$ cat config.mk
export PLATFORM = sky130hd
export DESIGN_NAME = stat_report_unit
export DESIGN_NICKNAME = d
export VERILOG_FILES = /design/src/rtl/stat_report_pkg.sv /design/src/rtl/stat_event_reg.sv /design/src/rtl/stat_outq.sv /design/src/rtl/stat_byte_sum.sv /design/src/rtl/stat_report_unit.sv
export SDC_FILE = /design/constraint.sdc
export NUM_CORES = 1
export LEC_CHECK = 0
export ABC_CLOCK_PERIOD_IN_PS = 1900
export CORE_MARGIN = 3
export CORE_UTILIZATION = 45
export DETAILED_ROUTE_END_ITERATION = 8
export DONT_BUFFER_PORTS = 1
export HOLD_SLACK_MARGIN = 0.12
export PLACE_DENSITY = 0.67
export SLEW_MARGIN = 20
export SYNTH_ARGS = -nofsm -noshare
export SYNTH_HDL_FRONTEND = slang
export SYNTH_SLANG_ARGS = --single-unit
$ cat constraint.sdc
create_clock -name clk -period 1.9 [get_ports clk]
set_input_delay 0.38 -clock clk [delete_from_list [all_inputs] [get_ports clk]]
set_output_delay 0.38 -clock clk [all_outputs]
set_load 0.01 [all_outputs]
$ cat src/rtl/stat_report_pkg.sv
package stat_report_pkg;
   localparam int unsigned STB_W = 8;

   typedef enum logic [2:0] {
      A_SRE  = 3'd0,
      A_ESE  = 3'd1,
      A_ESBE = 3'd2,
      A_ESR  = 3'd3,
      A_ESRB = 3'd4,
      A_POLL = 3'd5,
      A_STBO = 3'd6,
      A_OUTQ = 3'd7
   } reg_addr_e;

   localparam int unsigned BIT_SEQ  = 1;
   localparam int unsigned BIT_ERR  = 2;
   localparam int unsigned BIT_SUMB = 3;
   localparam int unsigned BIT_MAV  = 4;
   localparam int unsigned BIT_SUMS = 5;
   localparam int unsigned BIT_RQS  = 6;
endpackage

$ cat src/rtl/stat_event_reg.sv
module stat_event_reg #(
   parameter int unsigned W         = 8,
   parameter bit          RISE_ONLY = 1'b1
) (
   input  logic         clk,
   input  logic         rst_n,
   input  logic [W-1:0] cond,
   input  logic         mask_wr,
   input  logic [W-1:0] mask_wdata,
   input  logic         rd_clr,
   output logic [W-1:0] lat,
   output logic [W-1:0] mask,
   output logic         summary
);
   logic [W-1:0] hit;

   if (W < 1 || W > 8) begin : g_bad_w
      $error("stat_event_reg: W must be 1..8");
   end

   if (RISE_ONLY) begin : g_edge
      logic [W-1:0] cond_q;
      always_ff @(posedge clk) begin
         if (!rst_n) cond_q <= '0;
         else        cond_q <= cond;
      end
      assign hit = cond & ~cond_q;
   end else begin : g_level
      assign hit = cond;
   end

   always_ff @(posedge clk) begin
      if (!rst_n) begin
         lat  <= '0;
         mask <= '0;
      end else begin
         lat <= (lat & {W{~rd_clr}}) | hit;
         if (mask_wr) mask <= mask_wdata;
      end
   end

   assign summary = |(lat & mask);
endmodule

$ cat src/rtl/stat_outq.sv
module stat_outq #(
   parameter int unsigned W = 8
) (
   input  logic         clk,
   input  logic         rst_n,
   input  logic         push,
   input  logic [W-1:0] din,
   input  logic         pop,
   output logic [W-1:0] dout,
   output logic         valid
);
   logic [W-1:0] data_q;

   always_ff @(posedge clk) begin
      if (!rst_n) begin
         data_q <= '0;
         valid  <= 1'b0;
      end else begin
         if (pop) valid <= 1'b0;
         if (push) begin
            valid  <= 1'b1;
            data_q <= din;
         end
      end
   end

   assign dout = valid ? data_q : '0;
endmodule

$ cat src/rtl/stat_byte_sum.sv
module stat_byte_sum
   import stat_report_pkg::*;
(
   input  logic             clk,
   input  logic             rst_n,
   input  logic             sum_std,
   input  logic             sum_b,
   input  logic             mav,
   input  logic             err,
   input  logic             seq,
   input  logic             sre_wr,
   input  logic [STB_W-1:0] sre_wdata,
   input  logic             poll,
   output logic [STB_W-1:0] stb,
   output logic [STB_W-1:0] sre,
   output logic             srq,
   output logic             rqs
);
   localparam logic [STB_W-1:0] RQS_BIT = STB_W'(1) << BIT_RQS;

   logic [STB_W-1:0] cond_byte;
   logic             srq_q;

   always_comb begin
      cond_byte           = '0;
      cond_byte[BIT_SEQ]  = seq;
      cond_byte[BIT_ERR]  = err;
      cond_byte[BIT_SUMB] = sum_b;
      cond_byte[BIT_MAV]  = mav;
      cond_byte[BIT_SUMS] = sum_std;
   end

   assign srq = |(cond_byte & sre & ~RQS_BIT);
   assign stb = cond_byte | (rqs ? RQS_BIT : '0);

   always_ff @(posedge clk) begin
      if (!rst_n) begin
         sre   <= '0;
         rqs   <= 1'b0;
         srq_q <= 1'b0;
      end else begin
         if (sre_wr) sre <= sre_wdata;
         rqs   <= (rqs & ~poll) | (srq & ~srq_q);
         srq_q <= srq;
      end
   end
endmodule

$ cat src/rtl/stat_report_unit.sv
module stat_report_unit
   import stat_report_pkg::*;
#(
   parameter int unsigned EV_W      = 8,
   parameter int unsigned EVB_W     = 8,
   parameter bit          RISE_ONLY = 1'b1
) (
   input  logic             clk,
   input  logic             rst_n,
   input  logic             reg_wr,
   input  logic             reg_rd,
   input  logic [2:0]       reg_addr,
   input  logic [7:0]       reg_wdata,
   output logic [7:0]       reg_rdata,
   input  logic [EV_W-1:0]  cond_std,
   input  logic [EVB_W-1:0] cond_b,
   input  logic             err_pending,
   input  logic             seq_flag,
   input  logic             out_wr,
   input  logic [7:0]       out_data,
   output logic             srq
);
   reg_addr_e        addr_e;
   logic [EV_W-1:0]  esr_lat, ese_mask;
   logic [EVB_W-1:0] esrb_lat, esbe_mask;
   logic             sum_std, sum_b, oq_valid, rqs_q;
   logic [7:0]       oq_dout, stb, sre, rd_mux;

   assign addr_e = reg_addr_e'(reg_addr);

   stat_event_reg #(.W(EV_W), .RISE_ONLY(RISE_ONLY)) u_std (
      .clk(clk), .rst_n(rst_n), .cond(cond_std),
      .mask_wr(reg_wr && addr_e == A_ESE), .mask_wdata(reg_wdata[EV_W-1:0]),
      .rd_clr(reg_rd && addr_e == A_ESR),
      .lat(esr_lat), .mask(ese_mask), .summary(sum_std));

   stat_event_reg #(.W(EVB_W), .RISE_ONLY(RISE_ONLY)) u_regb (
      .clk(clk), .rst_n(rst_n), .cond(cond_b),
      .mask_wr(reg_wr && addr_e == A_ESBE), .mask_wdata(reg_wdata[EVB_W-1:0]),
      .rd_clr(reg_rd && addr_e == A_ESRB),
      .lat(esrb_lat), .mask(esbe_mask), .summary(sum_b));

   stat_outq #(.W(8)) u_oq (
      .clk(clk), .rst_n(rst_n), .push(out_wr), .din(out_data),
      .pop(reg_rd && addr_e == A_OUTQ), .dout(oq_dout), .valid(oq_valid));

   stat_byte_sum u_sum (
      .clk(clk), .rst_n(rst_n), .sum_std(sum_std), .sum_b(sum_b),
      .mav(oq_valid), .err(err_pending), .seq(seq_flag),
      .sre_wr(reg_wr && addr_e == A_SRE), .sre_wdata(reg_wdata),
      .poll(reg_rd && addr_e == A_POLL),
      .stb(stb), .sre(sre), .srq(srq), .rqs(rqs_q));

   always_comb begin
      case (addr_e)
         A_SRE:   rd_mux = sre;
         A_ESE:   rd_mux = 8'(ese_mask);
         A_ESBE:  rd_mux = 8'(esbe_mask);
         A_ESR:   rd_mux = 8'(esr_lat);
         A_ESRB:  rd_mux = 8'(esrb_lat);
         A_POLL:  rd_mux = stb;
         A_STBO:  rd_mux = stb | (8'd1 << BIT_MAV);
         A_OUTQ:  rd_mux = oq_dout;
         default: rd_mux = 8'd0;
      endcase
   end

   always_ff @(posedge clk) begin
      if (!rst_n)      reg_rdata <= 8'd0;
      else if (reg_rd) reg_rdata <= rd_mux;
   end
endmodule

==> results.ini, run 1 <==
[cts]
cts_setup_buffers = 0
clk_latency_ns = 0.35
clock_sinks = 75
path_clk_slew_ns = 0.08
ctsHtreeMaxLevel = 3
cts_tree = built
cts_inserted_buffers = 9
root_buffer = clkbuf_8
cts_buffer_depth = 2

[cells_and_area]
final_area_sq_um = 3380
fin_nets = 387
syn2layout_area_growth_pct = 8.18
final_cell_mix = 76 x nand2_1, 75 x dfxtp_1, 25 x mux2i_1
diodes = 0
final_cells = 427
final_common_cell = nand2_1
layout-drive-gt1-share_pct = 6.57

[synthesis]
syn-cell-area_sq_um = 3120
ys_types = 42
synth_fp_nets = 393
synth_top_family_by_area = simple AND/OR/NAND/NOR gates
synth-compound-area-share_pct = 18.5
synthMuxAreaShare_pct = 9.46
syn_avg_cell_area_sq_um = 8.89
synth-simple-area-share_pct = 19.0
synth-adder-area-share_pct = 0
yosys_warnings = 0
synth_xor_area_share_pct = 0
syn-instance-count = 351
synth-seq-cells = 75
ys_seq_area_share_pct = 48.1

[global_route]
grt-busiest-layer = met2
grt_pass1_vias = 2192
grt_pass1_wl_mm = 11.7
use_met3_pct = 7.37
grt-ovfl-total = 0
grt_antenna_before_repair = 0
grt_use_met1_pct = 27.8
gr-usage-met2_pct = 28.3
grt_max_degree = 65
grtUsageTotal_pct = 20.3

[routing]
via_per_inst = 5.69
ant_nets = 0
drt_pass1_iterations = 5
vias = 2431
totalWireLength_mm = 7.66
drcViolationCount = 0
drtIter0Drc = 214
routedWlPerCell_microns = 17.9

[sta]
finalSetupTns_ns = 0
maxClockFrequency_mhz = 560
setup_ws_ns = 0.113
hold_viol = 0
post-route-period-util_pct = 94.0
finClkSkew_ns = 0.00938
setup_viol = 0
finalMaxSlewViolations = 0
relSlewSlack_pct = 62.3
rsz0062_at_grt = no
worst_pin_slew_ns = 0.552
finalCriticalPeriod_ns = 1.79

[setup_path]
cp.arrival_ns = 1.41
cp_max_fo = 3
required_ns = 1.52
path_class = flip-flop to primary output
cp-end-kind = primary output
worstSetupStartpointType = flip-flop

[placement]
gp_congestion = 0.900
numPortBuffers = 0
dpl.cell_count = 410
placed_area_sq_um = 3140
pre_cts_slack_ns = 0.303
hpwl_mm = 5.53

[floorplanning]
core-area_sq_um = 6530
pin_count = 51
die-area_sq_um = 7970
start_util_pct = 47.8
rows = 29
dieWidth_microns = 89.3
die_h_microns = 89.3

[power_and_ir_drop]
p_per_area_nw_per_um2 = 979
p_leak_nw = 1.38
ir_worst_vdd_mv = 0.470
power_w = 0.00331

[outcome]
status = complete, no violations

[worst_hold_path]
hold_path_class = input port to flip-flop

[flow_run]
cap_violations = 0

-- per-layer routing --
metal  wire, microns  part of all wire [%]  vias up
li1                -                     -     1195
met1            3430                    45     1099
met2            3160                    41      119
met3             862                    11       18
met4             194                   2.5        0
met5               0                     0        -
-- area by class of cell --
type	instances	area, sq um
multi-input cells	239	1470
fillers	627	3150
flip-flops and latches	75	1500
clock inverters	5	75.1
repair buffers	1	10.0
clock buffers	11	151
inverters	19	71.3
well taps	77	96.3
-- sequential cells by signal, indices dropped and copies added (netlist names) --
| register | flops |
|---|---|
| u_oq.data_q | 8 |
| u_oq.valid | 1 |
| u_std.mask | 8 |
| u_std.g_edge.cond_q | 8 |
| u_std.lat | 8 |
| u_regb.g_edge.cond_q | 8 |
| u_regb.mask | 8 |
| u_sum.rqs | 1 |
| u_regb.lat | 8 |
| u_sum.sre | 8 |
| u_sum.srq_q | 1 |
| reg_rdata | 8 |
-- path summary, 6_finish.rpt --
kind | end | start | slack (ns) | cells past startpoint
worst max-delay path | srq | u_regb.lat[6] | 0.11 | 4
worst min-delay path | u_std.g_edge.cond_q[0] | cond_std[0] | 0.14 | 2
worst max register to register | reg_rdata[5] | u_std.lat[6] | 0.36 | 4
worst min register to register | u_regb.lat[6] | u_regb.g_edge.cond_q[6] | 0.40 | 1
-- stage by stage --
| stage | utilization (%) | hold slack, ns |
|---|---|---|
| after global placement | 48.0 | 0.394 |
| after CTS | 51.6 | 0.133 |
| final | 51.7 | 0.142 |
| after floorplan | - | 0.389 |
| after global routing | 51.7 | 0.137 |
| after detailed placement | 48.0 | 0.395 |
-- cell usage after synthesis (all sizes together) --
| library cell | n | share of area (%) |
|---|---|---|
| inv | 19 | 2.3 |
| nor2b | 19 | 3.8 |
| a21boi | 17 | 4.2 |
| or2 | 1 | 0.20 |
| a41oi | 1 | 0.28 |
| dfxtp | 75 | 48 |
| or2b | 1 | 0.36 |
| o211ai | 6 | 1.4 |
| o31a | 2 | 0.56 |
| nand4 | 1 | 0.20 |
| o21ai | 28 | 4.5 |
| a31oi | 3 | 0.60 |
| a222oi | 1 | 0.32 |
| nand2 | 76 | 9.1 |
| o22ai | 2 | 0.40 |
| a21oi | 5 | 0.80 |
| a22o | 3 | 0.84 |
| a211oi | 2 | 0.48 |
| clkbuf | 11 | 1.3 |
| a2111oi | 1 | 0.28 |
| and2 | 3 | 0.60 |
| mux2i | 25 | 8.0 |
| o21a | 1 | 0.24 |
| mux4 | 2 | 1.4 |
| buf | 7 | 1.3 |
| nand3 | 4 | 0.64 |
| nand2b | 4 | 0.80 |
| nor3 | 2 | 0.32 |
| a21o | 1 | 0.24 |
| a22oi | 8 | 1.9 |
| a211o | 1 | 0.28 |
| and3 | 1 | 0.20 |
| or3 | 3 | 0.76 |
| nor3b | 1 | 0.24 |
| nor2 | 10 | 1.7 |
| a221oi | 4 | 1.1 |
-- where the power goes --
group / switching, W / internal, W
clock network: 0.000560 / 0.000804
logic: 0.000105 / 0.000109
registers: 0.0000704 / 0.00166
total: 0.000735 / 0.00257
-- cell families after synthesis --
| family | Yosys count |
|---|---|
| compound gates | 86 |
| mux | 27 |
| flops | 75 |
| buf+inv | 37 |
| simple gates | 126 |
-- worst max-delay path, stage by stage, from the launching register on --
cell and delay [ns]:
dfxtp_1 0.35, a22oi_1 0.25, nand2_1 0.10, o21ai_1 0.18, nand3_1 0.19
-- repair_timing --
action | CTS | global route
endpoints found under the hold margin | 2 | 0
setup endpoints to repair | 0 | 1
resized for setup | 0 | 2
hold buffers | 1 | 0
No activity file was read; power rests on OpenSTA's default activity.
==> inputs of run 2 (changes only) <==
--- a/config.mk
+++ b/config.mk
@@ -10,7 +10,7 @@
 export CORE_UTILIZATION = 45
 export DETAILED_ROUTE_END_ITERATION = 8
 export DONT_BUFFER_PORTS = 1
-export HOLD_SLACK_MARGIN = 0.12
+export HOLD_SLACK_MARGIN = 0.15
 export PLACE_DENSITY = 0.67
 export SLEW_MARGIN = 20
 export SYNTH_ARGS = -nofsm -noshare
==> run 2 against run 1 <==
Non-clock buffer count increased by 25; routed wire length is 5.1% higher; critical path depth did not move.
==> results.ini, run 2 (same netlist as run 1, synthesis figures left out) <==
[sta]
hold_viol = 0  ; unchanged
rsz0062_at_grt = no
finalSetupTns_ns = 0  ; unchanged
worst_pin_slew_ns = 0.590  ; +0.0380 ns
relSlewSlack_pct = 59.7  ; -2.6 points
maxClockFrequency_mhz = 562  ; +0.37%
hold_ws_ns = 0.162  ; +0.0200 ns
post-route-period-util_pct = 93.7  ; -0.34 points
finalMaxSlewViolations = 0  ; unchanged
finalCriticalPeriod_ns = 1.78  ; -0.00651 ns
setup_viol = 0  ; unchanged
finClkSkew_ns = 0.00936  ; -0.0000259 ns

[cts]
clk_latency_ns = 0.35  ; about the same
root_buffer = clkbuf_8
cts_buffer_depth = 2  ; unchanged
cts_setup_buffers = 0  ; unchanged
ctsHtreeMaxLevel = 3  ; unchanged
clock_sinks = 75  ; unchanged
cts_inserted_buffers = 9  ; unchanged
path_clk_slew_ns = 0.08  ; about the same
cts_tree = built

[setup_path]
required_ns = 1.52  ; about the same
cp_max_fo = 3  ; unchanged
cp-end-kind = primary output
cpMaxStageDelayCell = dfxtp_1
critical_path_buf_inv_count = 0  ; unchanged
worstSetupStartpointType = flip-flop
crit_chain = a22oi_1 -> nand2_1 -> o21ai_1 -> nand3_1
path_class = flip-flop to primary output
critical-path-top-delay-family = compound AO/OA/AOI/OAI gates
worst-path-stages = 4  ; unchanged
cp.arrival_ns = 1.40  ; about the same
max_stage_delay_ns = 0.35  ; about the same
r2r_cells = 4  ; unchanged

[floorplanning]
core-area_sq_um = 6530  ; unchanged
rows = 29  ; unchanged
die-area_sq_um = 7970  ; unchanged
start_util_pct = 47.8  ; unchanged
die_h_microns = 89.3  ; unchanged
pin_count = 51  ; unchanged
dieWidth_microns = 89.3  ; unchanged

[cells_and_area]
diodes = 0  ; unchanged
fin_nets = 412  ; +6.5%
final_common_cell = nand2_1
final_cell_mix = 76 x nand2_1, 75 x dfxtp_1, 26 x dlygate4sd3_1
syn2layout_area_growth_pct = 16.2
layout-drive-gt1-share_pct = 6.13  ; -0.44 points
utilization_pct = 55.5  ; +3.8 points

[routing]
routedWlPerCell_microns = 17.8  ; -0.73%
ant_nets = 0  ; unchanged
drtIter0Drc = 261  ; +22%
via_per_inst = 5.65  ; -0.79%
vias = 2553  ; +5.0%
drcViolationCount = 0  ; unchanged
drt_pass1_iterations = 5  ; unchanged
totalWireLength_mm = 8.04  ; +5.1%

[global_route]
use_met3_pct = 8.66  ; +1.3 points
grt-busiest-layer = met2
grt-ovfl-total = 0  ; unchanged
grt_antenna_before_repair = 0  ; unchanged
gr-usage-met2_pct = 30.1  ; +1.8 points
grt_pass1_wl_mm = 12.3  ; +4.9%
grtUsageTotal_pct = 21.2  ; +0.93 points
grt_max_degree = 59  ; -9.2%
grt_use_met1_pct = 28.5  ; +0.72 points
grt_pass1_vias = 2297  ; +4.8%

[power_and_ir_drop]
ir_worst_vdd_mv = 0.471  ; +0.26%
p_per_area_nw_per_um2 = 924  ; -5.6%
p_leak_nw = 1.48  ; +7.5%

[worst_hold_path]
worstHoldPathCells = 1  ; -1
hold_path_class = input port to flip-flop

[placement]
hpwl_mm = 5.53  ; unchanged
gp_congestion = 0.900  ; unchanged
numPortBuffers = 0  ; unchanged

[outcome]
status = complete, no violations

[flow_run]
cap_violations = 0  ; unchanged

[run 2: what timing repair did]
action / 4_1_cts / 5_1_grt
hold endpoints to repair: 26 / 1
endpoints found under the setup margin: 0 / 1
gates resized for setup: 0 / 2
hold buffers: 25 / 1
[run 2: layout make-up]
cell class | count | area [sq um]
clock buffers | 11 | 151
multi-input cells | 239 | 1470
well taps | 77 | 96.3
fillers | 593 | 2900
flip-flops and latches | 75 | 1500
inverters | 19 | 71.3
clock inverters | 5 | 75.1
repair buffers | 26 | 260
[run 2: layer usage]
metal  vias up  part of all wire, %
li1       1244                    -
met5         -                    0
met4         0                  1.6
met1      1179                   44
met3        14                   12
met2       116                   43
[run 2: worst register-to-register path: cells and delay by family, from the launching register on]
kind | cells | cell delay, ns
flops | 1 | 0.35
simple gates | 1 | 0.14
compound gates | 3 | 0.95
[run 2: where the power goes]
| part | switching (W) | internal (W) | total [W] | leakage, nW |
|---|---|---|---|---|
| logic | 0.000118 | 0.000143 | 0.000261 | 0.742 |
| registers | 0.0000713 | 0.00166 | 0.00173 | 0.618 |
| clock network | 0.000559 | 0.000804 | 0.00136 | 0.119 |
[run 2: final timing paths]
kind	from	to	slack (ns)
min	rst_n	u_oq.data_q[0]	0.16
max	u_regb.lat[6]	srq	0.12
max reg2reg	u_std.lat[6]	reg_rdata[5]	0.32
min reg2reg	u_regb.g_edge.cond_q[4]	u_regb.lat[4]	0.40
[run 2: through the flow]
step | power (W) | instance area [sq um] | worst slack, ns | std cells
after floorplan | 0.00195 | 3120 | 0.421 | 351
final | 0.00335 | 3630 | 0.120 | 452
after global routing | 0.00349 | 3630 | 0.0189 | 452
after global placement | 0.00197 | 3140 | 0.241 | 410
after CTS | 0.00338 | 3610 | 0.0420 | 451
after detailed placement | 0.00198 | 3140 | 0.303 | 410
==> inputs of run 3 (changes only) <==
--- a/config.mk
+++ b/config.mk
@@ -5,13 +5,14 @@
 export SDC_FILE = /design/constraint.sdc
 export NUM_CORES = 1
 export LEC_CHECK = 0
-export ABC_CLOCK_PERIOD_IN_PS = 1900
+export ABC_CLOCK_PERIOD_IN_PS = 1790
 export CORE_MARGIN = 3
 export CORE_UTILIZATION = 45
 export DETAILED_ROUTE_END_ITERATION = 8
 export DONT_BUFFER_PORTS = 1
 export HOLD_SLACK_MARGIN = 0.15
 export PLACE_DENSITY = 0.67
+export RECOVER_POWER = 100
 export SLEW_MARGIN = 20
 export SYNTH_ARGS = -nofsm -noshare
 export SYNTH_HDL_FRONTEND = slang
==> constraint.sdc (replaced) <==
create_clock -name clk -period 1.79 [get_ports clk]
set_input_delay 0.358 -clock clk [delete_from_list [all_inputs] [get_ports clk]]
set_output_delay 0.358 -clock clk [all_outputs]
set_load 0.01 [all_outputs]
==> run 3 against run 2 <==
Via count up 3.4%; die area unchanged; clock-buffer cell count up 3; utilization up 0.84 points; routed wire length up 6.7%; combinational power up 11%; design area up 1.5%; setup slack worse by 0.056 ns; critical path type unchanged; highest routed layer unchanged.
==> results.ini, run 3 (same netlist as run 1, synthesis figures left out) <==
[sta]
finalSetupTns_ns = 0  ; unchanged
maxClockFrequency_mhz = 579
post-route-period-util_pct = 96.4
worst_pin_slew_ns = 1.25  ; +0.657 ns
setup_viol = 0  ; unchanged
relSlewSlack_pct = 16.9  ; -43 points
finClkSkew_ns = 0.0106  ; +0.00129 ns
rsz0062_at_grt = no
finalCriticalPeriod_ns = 1.73
hold_viol = 0  ; unchanged
finalMaxSlewViolations = 0  ; unchanged

[floorplanning]
core-area_sq_um = 6530  ; unchanged
die_h_microns = 89.3  ; unchanged
rows = 29  ; unchanged
pin_count = 51  ; unchanged
die-area_sq_um = 7970  ; unchanged
start_util_pct = 47.8  ; unchanged
dieWidth_microns = 89.3  ; unchanged

[global_route]
grt_max_degree = 34  ; -42%
grt_antenna_before_repair = 0  ; unchanged
grt_pass1_wl_mm = 12.9  ; +5.2%
grtUsageTotal_pct = 22.3  ; +1.1 points
grt_pass1_vias = 2388  ; +4.0%
grt-ovfl-total = 0  ; unchanged

[cells_and_area]
fin_nets = 422  ; +2.4%
syn2layout_area_growth_pct = 18.0
layout-drive-gt1-share_pct = 5.73  ; -0.40 points
final_cells = 461  ; +2.0%
final_cell_mix = 76 x nand2_1, 75 x dfxtp_1, 33 x dlygate4sd3_1
final_area_sq_um = 3680  ; +1.5%
diodes = 0  ; unchanged
final_common_cell = nand2_1

[placement]
dpl.cell_count = 411  ; +0.24%
hpwl_mm = 5.54  ; +0.11%
numPortBuffers = 0  ; unchanged
placed_area_sq_um = 3140  ; +0.24%
gp_congestion = 0.892  ; -0.86%

[routing]
via_per_inst = 5.73  ; +1.4%
drcViolationCount = 0  ; unchanged
drt_pass1_iterations = 5  ; unchanged
drtIter0Drc = 383  ; +47%
totalWireLength_mm = 8.58  ; +6.7%
routedWlPerCell_microns = 18.6  ; +4.6%
ant_nets = 0  ; unchanged
vias = 2640  ; +3.4%

[flow_run]
cap_violations = 0  ; unchanged

[cts]
root_buffer = clkbuf_8
cts_buffer_depth = 2  ; unchanged
ctsHtreeMaxLevel = 3  ; unchanged
clock_sinks = 75  ; unchanged
clk_latency_ns = 0.35  ; about the same
path_clk_slew_ns = 0.07  ; about the same
cts_inserted_buffers = 9  ; unchanged
cts_tree = built

[setup_path]
worstSetupStartpointType = flip-flop
max_stage_delay_ns = 0.34  ; about the same
path_class = flip-flop to primary output
cp_max_fo = 3  ; unchanged
cp.arrival_ns = 1.37  ; -0.03 ns
cpMaxStageDelayCell = dfxtp_1
required_ns = 1.43  ; -0.09 ns
crit_chain = a22oi_1 -> nand2_1 -> o21ai_2 -> nand3_2
cp-end-kind = primary output

[power_and_ir_drop]
p_leak_nw = 1.49  ; +1.1%
p_per_area_nw_per_um2 = 951  ; +2.9%
ir_worst_vdd_mv = 0.415  ; -12%

[outcome]
status = complete, no violations

[worst_hold_path]
hold_path_class = input port to flip-flop

## run 3: worst max-delay path: cells and delay by family, from the launching register on
kind,cells,cell delay [ns]
AND/OR/NAND/NOR,2,0.26
AO/OA/AOI/OAI,2,0.41
flip-flops,1,0.34
## run 3: path summary, 6_finish.rpt
check                                       startpoint                endpoint  slack (ns)  cells after the start
worst max-delay path                     u_regb.lat[3]                     srq        0.06                      4
worst min-delay path                             rst_n  u_std.g_edge.cond_q[5]        0.16                      2
worst max register to register            u_std.lat[6]            reg_rdata[5]        0.32                      4
worst min register to register  u_std.g_edge.cond_q[4]            u_std.lat[4]        0.42                      1
## run 3: where the power goes
group	leakage, nW	total (W)	internal, W	switching, W
Combinational	0.768	0.000291	0.000154	0.000137
Clock	0.109	0.00138	0.000790	0.000586
Sequential	0.618	0.00184	0.00176	0.0000757
## run 3: layout make-up
type | instances | area [sq um]
flip-flops and latches | 75 | 1500
fillers | 605 | 2850
inverters | 19 | 71.3
repair buffers | 36 | 349
clock inverters | 1 | 30.0
clock buffers | 14 | 183
multi-input cells | 239 | 1450
well taps | 77 | 96.3
## run 3: repair_timing
action | 4_1_cts | 5_1_grt
gates resized for setup | 1 | 3
pin swaps | 0 | 1
buffers inserted | 0 | 1
endpoints found under the setup margin | 1 | 2
hold buffers | 33 | 1
hold endpoints to repair | 44 | 6
## run 3: layer usage
metal  part of all wire [%]  routed length (microns)  GRT usage [%]
met4                    1.4                      119           7.85
met5                      0                        0              0
met1                     43                     3660           31.4
met2                     43                     3690           31.8
met3                     13                     1110           7.47
## run 3: metrics by stage
stage	hold slack [ns]	total power, W	util [%]	setup slack (ns)
3_3_place_gp	0.394	0.00209	48.1	0.305
4_1_cts	0.151	0.00352	56.4	0.00536
2_1_floorplan	0.389	0.00207	-	0.333
6_report	0.157	0.00350	56.4	0.0642
3_5_place_dp	0.400	0.00210	48.1	0.303
5_1_grt	0.146	0.00364	56.4	0.00102
